<file path="src/rtl/mdio_pkg.sv">
package mdio_pkg;
  localparam int PHY_AW = 5;
  localparam int REG_AW = 5;
  localparam int DATA_W = 16;

  localparam logic [1:0] START_BITS = 2'b01;
  localparam logic [1:0] OP_READ    = 2'b10;
  localparam logic [1:0] OP_WRITE   = 2'b01;
  localparam logic [1:0] TA_WRITE   = 2'b10;

  typedef enum logic [2:0] {
    ST_IDLE,
    ST_DRIVE,
    ST_TA,
    ST_READ,
    ST_REL
  } mdio_state_e;
endpackage

</file>
<file path="src/rtl/mdio_phase_timer.sv">
module mdio_phase_timer #(
  parameter int PHASE_CLKS = 10
) (
  input  logic clk_i,
  input  logic rst_ni,
  input  logic clr_i,
  input  logic run_i,
  output logic phase_end_o
);
  localparam int CW = (PHASE_CLKS > 1) ? $clog2(PHASE_CLKS) : 1;
  localparam logic [CW-1:0] LAST = CW'(PHASE_CLKS - 1);

  logic [CW-1:0] cnt_q;

  always_ff @(posedge clk_i or negedge rst_ni) begin
    if (!rst_ni)                     cnt_q <= '0;
    else if (clr_i || !run_i)        cnt_q <= '0;
    else if (cnt_q == LAST)          cnt_q <= '0;
    else                             cnt_q <= cnt_q + 1'b1;
  end

  assign phase_end_o = run_i && (cnt_q == LAST);
endmodule

</file>
<file path="src/rtl/mdio_frame_fsm.sv">
module mdio_frame_fsm
  import mdio_pkg::*;
#(
  parameter int PRE_LEN = 32
) (
  input  logic              clk_i,
  input  logic              rst_ni,
  input  logic              start_i,
  input  logic              rd_i,
  input  logic [PHY_AW-1:0] phy_addr_i,
  input  logic [REG_AW-1:0] reg_addr_i,
  input  logic [DATA_W-1:0] wdata_i,
  input  logic              phase_end_i,
  output logic              busy_o,
  output logic              mdc_o,
  output logic              oe_o,
  output logic              mdo_o,
  output logic              sample_o,
  output logic              finish_o,
  output logic              rd_frame_o
);
  localparam int HDR_W   = PRE_LEN + 4 + PHY_AW + REG_AW;
  localparam int FRAME_W = HDR_W + 2 + DATA_W;
  localparam int CNT_W   = $clog2(FRAME_W + 1);
  localparam logic [CNT_W-1:0] RD_LAST   = CNT_W'(HDR_W - 1);
  localparam logic [CNT_W-1:0] WR_LAST   = CNT_W'(FRAME_W - 1);
  localparam logic [CNT_W-1:0] DATA_LAST = CNT_W'(DATA_W - 1);

  mdio_state_e        state_q;
  logic [1:0]         ph_q;
  logic [CNT_W-1:0]   cnt_q;
  logic [FRAME_W-1:0] sr_q;
  logic               rd_q;
  logic [CNT_W-1:0]   drv_last;

  assign drv_last = rd_q ? RD_LAST : WR_LAST;

  always_ff @(posedge clk_i or negedge rst_ni) begin
    if (!rst_ni) begin
      state_q <= ST_IDLE;
      ph_q    <= '0;
      cnt_q   <= '0;
      sr_q    <= '0;
      rd_q    <= 1'b0;
    end else begin
      case (state_q)
        ST_IDLE: if (start_i) begin
          state_q <= ST_DRIVE;
          ph_q    <= '0;
          cnt_q   <= '0;
          rd_q    <= rd_i;
          sr_q    <= {{PRE_LEN{1'b1}}, START_BITS, (rd_i ? OP_READ : OP_WRITE),
                      phy_addr_i, reg_addr_i, TA_WRITE, wdata_i};
        end
        ST_DRIVE: if (phase_end_i) begin
          if (ph_q == 2'd2) begin
            ph_q <= '0;
            sr_q <= {sr_q[FRAME_W-2:0], 1'b0};
            if (cnt_q == drv_last) begin
              cnt_q   <= '0;
              state_q <= rd_q ? ST_TA : ST_REL;
            end else begin
              cnt_q <= cnt_q + 1'b1;
            end
          end else begin
            ph_q <= ph_q + 1'b1;
          end
        end
        ST_TA: if (phase_end_i) begin
          if (ph_q == 2'd2) begin
            ph_q    <= '0;
            state_q <= ST_READ;
          end else begin
            ph_q <= ph_q + 1'b1;
          end
        end
        ST_READ: if (phase_end_i) begin
          if (ph_q == 2'd0) begin
            ph_q <= 2'd1;
          end else begin
            ph_q <= '0;
            if (cnt_q == DATA_LAST) state_q <= ST_IDLE;
            else                    cnt_q   <= cnt_q + 1'b1;
          end
        end
        ST_REL: if (phase_end_i) state_q <= ST_IDLE;
        default: state_q <= ST_IDLE;
      endcase
    end
  end

  assign busy_o     = (state_q != ST_IDLE);
  // high phase is phase 1 of driven/turnaround bits, phase 0 of read bits
  assign mdc_o      = (((state_q == ST_DRIVE) || (state_q == ST_TA)) && (ph_q == 2'd1))
                   || ((state_q == ST_READ) && (ph_q == 2'd0));
  assign oe_o       = (state_q == ST_DRIVE);
  assign mdo_o      = (state_q == ST_DRIVE) ? sr_q[FRAME_W-1] : 1'b0;
  assign sample_o   = (state_q == ST_READ) && (ph_q == 2'd0) && phase_end_i;
  assign finish_o   = phase_end_i && ((state_q == ST_REL) ||
                      ((state_q == ST_READ) && (ph_q == 2'd1) && (cnt_q == DATA_LAST)));
  assign rd_frame_o = rd_q;
endmodule

</file>
<file path="src/rtl/mdio_rx_capture.sv">
module mdio_rx_capture
  import mdio_pkg::*;
(
  input  logic              clk_i,
  input  logic              rst_ni,
  input  logic              sample_i,
  input  logic              bit_i,
  input  logic              commit_i,
  output logic [DATA_W-1:0] rdata_o
);
  logic [DATA_W-1:0] shift_q;

  always_ff @(posedge clk_i or negedge rst_ni) begin
    if (!rst_ni) begin
      shift_q <= '0;
      rdata_o <= '0;
    end else begin
      if (sample_i) shift_q <= {shift_q[DATA_W-2:0], bit_i};
      if (commit_i) rdata_o <= shift_q;
    end
  end
endmodule

</file>
<file path="src/rtl/mdio_master.sv">
module mdio_master
  import mdio_pkg::*;
#(
  parameter int PHASE_CLKS = 10,
  parameter int PRE_LEN    = 32
) (
  input  logic              clk_i,
  input  logic              rst_ni,
  input  logic              cmd_i,
  input  logic              rd_i,
  input  logic [PHY_AW-1:0] phy_addr_i,
  input  logic [REG_AW-1:0] reg_addr_i,
  input  logic [DATA_W-1:0] wdata_i,
  output logic              busy_o,
  output logic              done_o,
  output logic [DATA_W-1:0] rdata_o,
  output logic              mdc_o,
  output logic              mdio_o,
  output logic              mdio_oe_o,
  input  logic              mdio_i
);
  logic accept, phase_end, sample, finish, rd_frame;

  assign accept = cmd_i && !busy_o;

  mdio_phase_timer #(.PHASE_CLKS(PHASE_CLKS)) u_timer (
    .clk_i       (clk_i),
    .rst_ni      (rst_ni),
    .clr_i       (accept),
    .run_i       (busy_o),
    .phase_end_o (phase_end)
  );

  mdio_frame_fsm #(.PRE_LEN(PRE_LEN)) u_fsm (
    .clk_i       (clk_i),
    .rst_ni      (rst_ni),
    .start_i     (accept),
    .rd_i        (rd_i),
    .phy_addr_i  (phy_addr_i),
    .reg_addr_i  (reg_addr_i),
    .wdata_i     (wdata_i),
    .phase_end_i (phase_end),
    .busy_o      (busy_o),
    .mdc_o       (mdc_o),
    .oe_o        (mdio_oe_o),
    .mdo_o       (mdio_o),
    .sample_o    (sample),
    .finish_o    (finish),
    .rd_frame_o  (rd_frame)
  );

  mdio_rx_capture u_rx (
    .clk_i    (clk_i),
    .rst_ni   (rst_ni),
    .sample_i (sample),
    .bit_i    (mdio_i),
    .commit_i (finish && rd_frame),
    .rdata_o  (rdata_o)
  );

  always_ff @(posedge clk_i or negedge rst_ni) begin
    if (!rst_ni) done_o <= 1'b0;
    else         done_o <= finish;
  end
endmodule

</file>
<file path="config.mk">
export PLATFORM = sky130hd
export DESIGN_NAME = mdio_master
export DESIGN_NICKNAME = d
export VERILOG_FILES = /design/src/rtl/mdio_pkg.sv /design/src/rtl/mdio_phase_timer.sv /design/src/rtl/mdio_frame_fsm.sv /design/src/rtl/mdio_rx_capture.sv /design/src/rtl/mdio_master.sv
export SDC_FILE = /design/constraint.sdc
export NUM_CORES = 1
export LEC_CHECK = 0
export ABC_AREA = 0
export CELL_PAD_IN_SITES_DETAIL_PLACEMENT = 1
export CELL_PAD_IN_SITES_GLOBAL_PLACEMENT = 2
export CORE_ASPECT_RATIO = 1.4
export CORE_MARGIN = 2
export CORE_UTILIZATION = 39
export CTS_CLUSTER_SIZE = 12
export DETAILED_ROUTE_END_ITERATION = 8
export PLACE_DENSITY_LB_ADDON = 0.1
export SLEW_MARGIN = 0
export SYNTH_ARGS = -nofsm -noshare
export SYNTH_HDL_FRONTEND = slang
export SYNTH_SLANG_ARGS = --single-unit
</file>
<file path="constraint.sdc">
create_clock -name clk_i -period 3.6 [get_ports clk_i]
set_clock_uncertainty 0.1 [all_clocks]
set_input_delay 0.72 -clock clk_i [delete_from_list [all_inputs] [get_ports clk_i]]
set_output_delay 0.72 -clock clk_i [all_outputs]
set_load 0.01 [all_outputs]
</file>
==> results.toml, run 1 <==
[timing]
rsz0062_at_grt = "false"
finalHoldViolCount = 0
tns_ns = 0
max_freq_mhz = 326
fin_crit_ns = 3.07
worst_pin_slew_ns = 0.807
finalCritPeriodShare = 0.852
setup_violations = 0
finalHoldWorstSlack_ns = 0.219
slew_violations = 0
max-slew-margin-rel = 0.461

[die]
boundaryPins = 52
initial_core_util = 0.401
fp-row-count = 48
die-height_um = 138
dieArea_um2 = 13700
coreArea_um2 = 12400
die_w_um = 99.5

[power]
combPwrFrac = 0.143
clockPowerShare = 0.424
p_seq_frac = 0.433
p_sw_frac = 0.271
p_leak_nw = 2.85
power_density_nw_per_um2 = 681
power.switching_w = 0.00116
intPower_w = 0.00312
ir_drop_mv = 0.331

[setup_path]
cp_slowest_cell = "dfrtp_1"
path_cells = "nand2b_1 > nor2_4 > and2_1 > clkdlybuf4s50_1"
path_max_fanout = 17
slowest_delay_ns = 0.55
cp.arrival_ns = 2.25
critPathLaunchType = "register"
critical_path_class = "reg -> out"
worstPathRequired_ns = 2.78
end_kind = "primary output"

[run]
cap_violations = 0

[global_route]
grt_pass1_wl_mm = 18.5
grt_util_met3 = 0.0553
grt_overflow = 0
antenna_found_initial = 0
grt_max_degree = 74
grtUsageMet2 = 0.293
grt_pass1_vias = 3824
grt_usage = 0.173
grt_util_met1 = 0.203
gr-max-usage-layer = "met2"

[cells_and_area]
fill_cells = 1342
instances_no_fill = 690
nets = 561
drive_gt1_frac = 0.130
antennaDiodeCount = 0
finish.utilization = 0.505
synthToLayoutAreaGrowth_pct = 26.0

[clocking]
clockRootBuffer = "clkbuf_16"
cts_resized = 0
insertion_delay_ns = 0.41
cts_sinks = 114
path_clk_slew_ns = 0.06
cts_setup_buffers = 0
tritoncts = "yes"
ctsHoldBuffers = 0
cts_inserted_buffers = 17
cts_buffer_depth = 2
h-tree-depth = 4

[route]
post_drt_wl_per_cell_um = 15.7
drc = 0
wl_mm = 10.8
drtPass1Iterations = 4
drt_iter0_markers = 115
viasPerCell = 5.25
vias = 3625
drtAntennaViolNets = 0

[worst_hold_path]
min_path_type = "in -> async"

[yosys]
syn_inst = 477
syn_avg_cell_area_um2 = 10.4
synth_edf_count = 0
async_flop_share = 1.00
synth_area_um2 = 4980
synth-seq-cells = 114
seq_area_frac_synth = 0.572
yosysUniqueCellTypes = 44
synth_flop_cell = "dfrtp_1"
syn-num-nets = 511
yosysWarnings = 0

[place]
post-dp-hpwl_mm = 6.92
gp_congestion = 0.772
io_buffers = 51
dp_cells = 658

[run_status]
status = "completed"
critical path: cells and delay by family, from the launching register on:
kind	cells	cell delay, ns
AND/OR/NAND/NOR	3	0.75
flip-flops	1	0.55
buffers and inverters	1	0.54
routing by layer:
layer | wire length [um] | vias up
li1 | - | 1742
met1 | 4650 | 1807
met2 | 5570 | 60
met3 | 391 | 16
met4 | 188 | 0
met5 | 0 | -
flip-flops by register name, indices dropped and copies added, names as in the netlist:
register          cells
u_fsm.ph_q            2
done_o                1
u_fsm.cnt_q           7
u_fsm.rd_frame_o      1
u_fsm.sr_q           64
u_rx.rdata_o         16
u_fsm.state_q         3
u_rx.shift_q         16
u_timer.cnt_q         4
layout make-up:
type | instances | area, um2 | share of cell area
Clock buffer | 18 | 439 | 0.0699
Clock inverter | 14 | 204 | 0.0325
Inverter | 1 | 3.75 | 0.000598
Multi-Input combinational cell | 334 | 2030 | 0.323
Sequential cell | 114 | 2850 | 0.454
Tap cell | 150 | 188 | 0.0299
Timing Repair Buffer | 59 | 568 | 0.0904
cells by family (layout without fill, tap and decap cells):
kind of cell,after synthesis,in the layout,synth area share
xor+xnor,3,3,0.00527
mux,58,58,0.125
flops,114,114,0.572
buf+inv,29,92,0.0256
simple gates,172,172,0.152
compound gates,98,98,0.113
fa+ha+maj,3,3,0.00753
worst paths after layout:
path                       cells after the start  slack (ns)                    startpoint                      endpoint
max                                            4        0.53  u_fsm.state_q[2]$_DFFE_PN0P_                        mdio_o
min                                            1        0.22                        rst_ni    u_fsm.sr_q[28]$_DFFE_PN0P_
max reg2reg                                    6        1.13    u_timer.cnt_q[1]$_DFF_PN0_    u_fsm.sr_q[30]$_DFFE_PN0P_
min reg2reg                                    2        0.38    u_fsm.sr_q[19]$_DFFE_PN0P_    u_fsm.sr_q[19]$_DFFE_PN0P_
max in group asynchronous                      2        2.27                        rst_ni  u_fsm.state_q[2]$_DFFE_PN0P_
min in group clk_i                             2        0.38    u_fsm.sr_q[19]$_DFFE_PN0P_    u_fsm.sr_q[19]$_DFFE_PN0P_
synth_stat cells (2+ instances only):
| cell type | instances | area, um2 |
|---|---|---|
| a31oi_1 | 2 | 12.5 |
| nor3_1 | 6 | 30.0 |
| nor3b_1 | 3 | 22.5 |
| nand3_1 | 6 | 30.0 |
| and3_1 | 2 | 12.5 |
| buf_2 | 15 | 75.1 |
| mux2i_1 | 26 | 260 |
| mux2_2 | 22 | 248 |
| nor2_1 | 51 | 191 |
| and3b_1 | 2 | 17.5 |
| o21ai_0 | 76 | 380 |
| a21oi_1 | 3 | 15.0 |
| mux2_1 | 10 | 113 |
| xor2_1 | 2 | 17.5 |
| nand2b_1 | 6 | 37.5 |
| dfrtp_1 | 114 | 2850 |
| a211o_1 | 2 | 17.5 |
| nand3b_1 | 6 | 45.0 |
| nand2_1 | 80 | 300 |
| nor4_1 | 2 | 12.5 |
| o31ai_1 | 4 | 30.0 |
| clkbuf_1 | 13 | 48.8 |
| ha_1 | 3 | 37.5 |
layout by cell type (no fill, tap or decap), types with 2 or more instances in the layout:
master / count
ha_1: 3
clkdlybuf4s50_1: 50
nand2_1: 80
nor2_1: 49
nand2b_1: 6
and3_1: 2
clkinv_4: 5
nor3_1: 6
nor3b_1: 3
o21ai_0: 76
mux2i_1: 26
nand3b_1: 6
a211o_1: 2
buf_4: 9
dfrtp_1: 114
mux2_1: 10
clkbuf_16: 17
mux2_2: 22
xor2_1: 2
and3b_1: 2
bufinv_16: 4
o31ai_1: 4
clkinvlp_4: 2
a31oi_1: 2
a21oi_1: 3
nand3_1: 6
per-stage QoR:
stage | area (um2) | setup slack, ns | total power [W]
floorplan | 4980 | 1.39 | 0.00225
global placement | 5640 | 0.975 | 0.00245
detailed placement | 5640 | 0.964 | 0.00250
CTS | 6280 | 0.499 | 0.00435
global route | 6280 | 0.390 | 0.00454
finish | 6280 | 0.534 | 0.00428
power by group through the flow:
stage	sequential [W]	clock [W]	combinational (W)
2_1_floorplan	0.00181	0	0.000443
3_3_place_gp	0.00186	0	0.000589
3_5_place_dp	0.00188	0	0.000625
4_1_cts	0.00186	0.00186	0.000632
5_1_grt	0.00191	0.00191	0.000723
6_report	0.00185	0.00181	0.000611
Power figures use the tool's default switching activity.
==> run 2: changes to the inputs <==
- CTS_CLUSTER_DIAMETER: unset -> 80
- SLEW_MARGIN: 0 -> 15
==> results of run 2 <==
Final layout, timing and power as in run 1 (identical DEF).
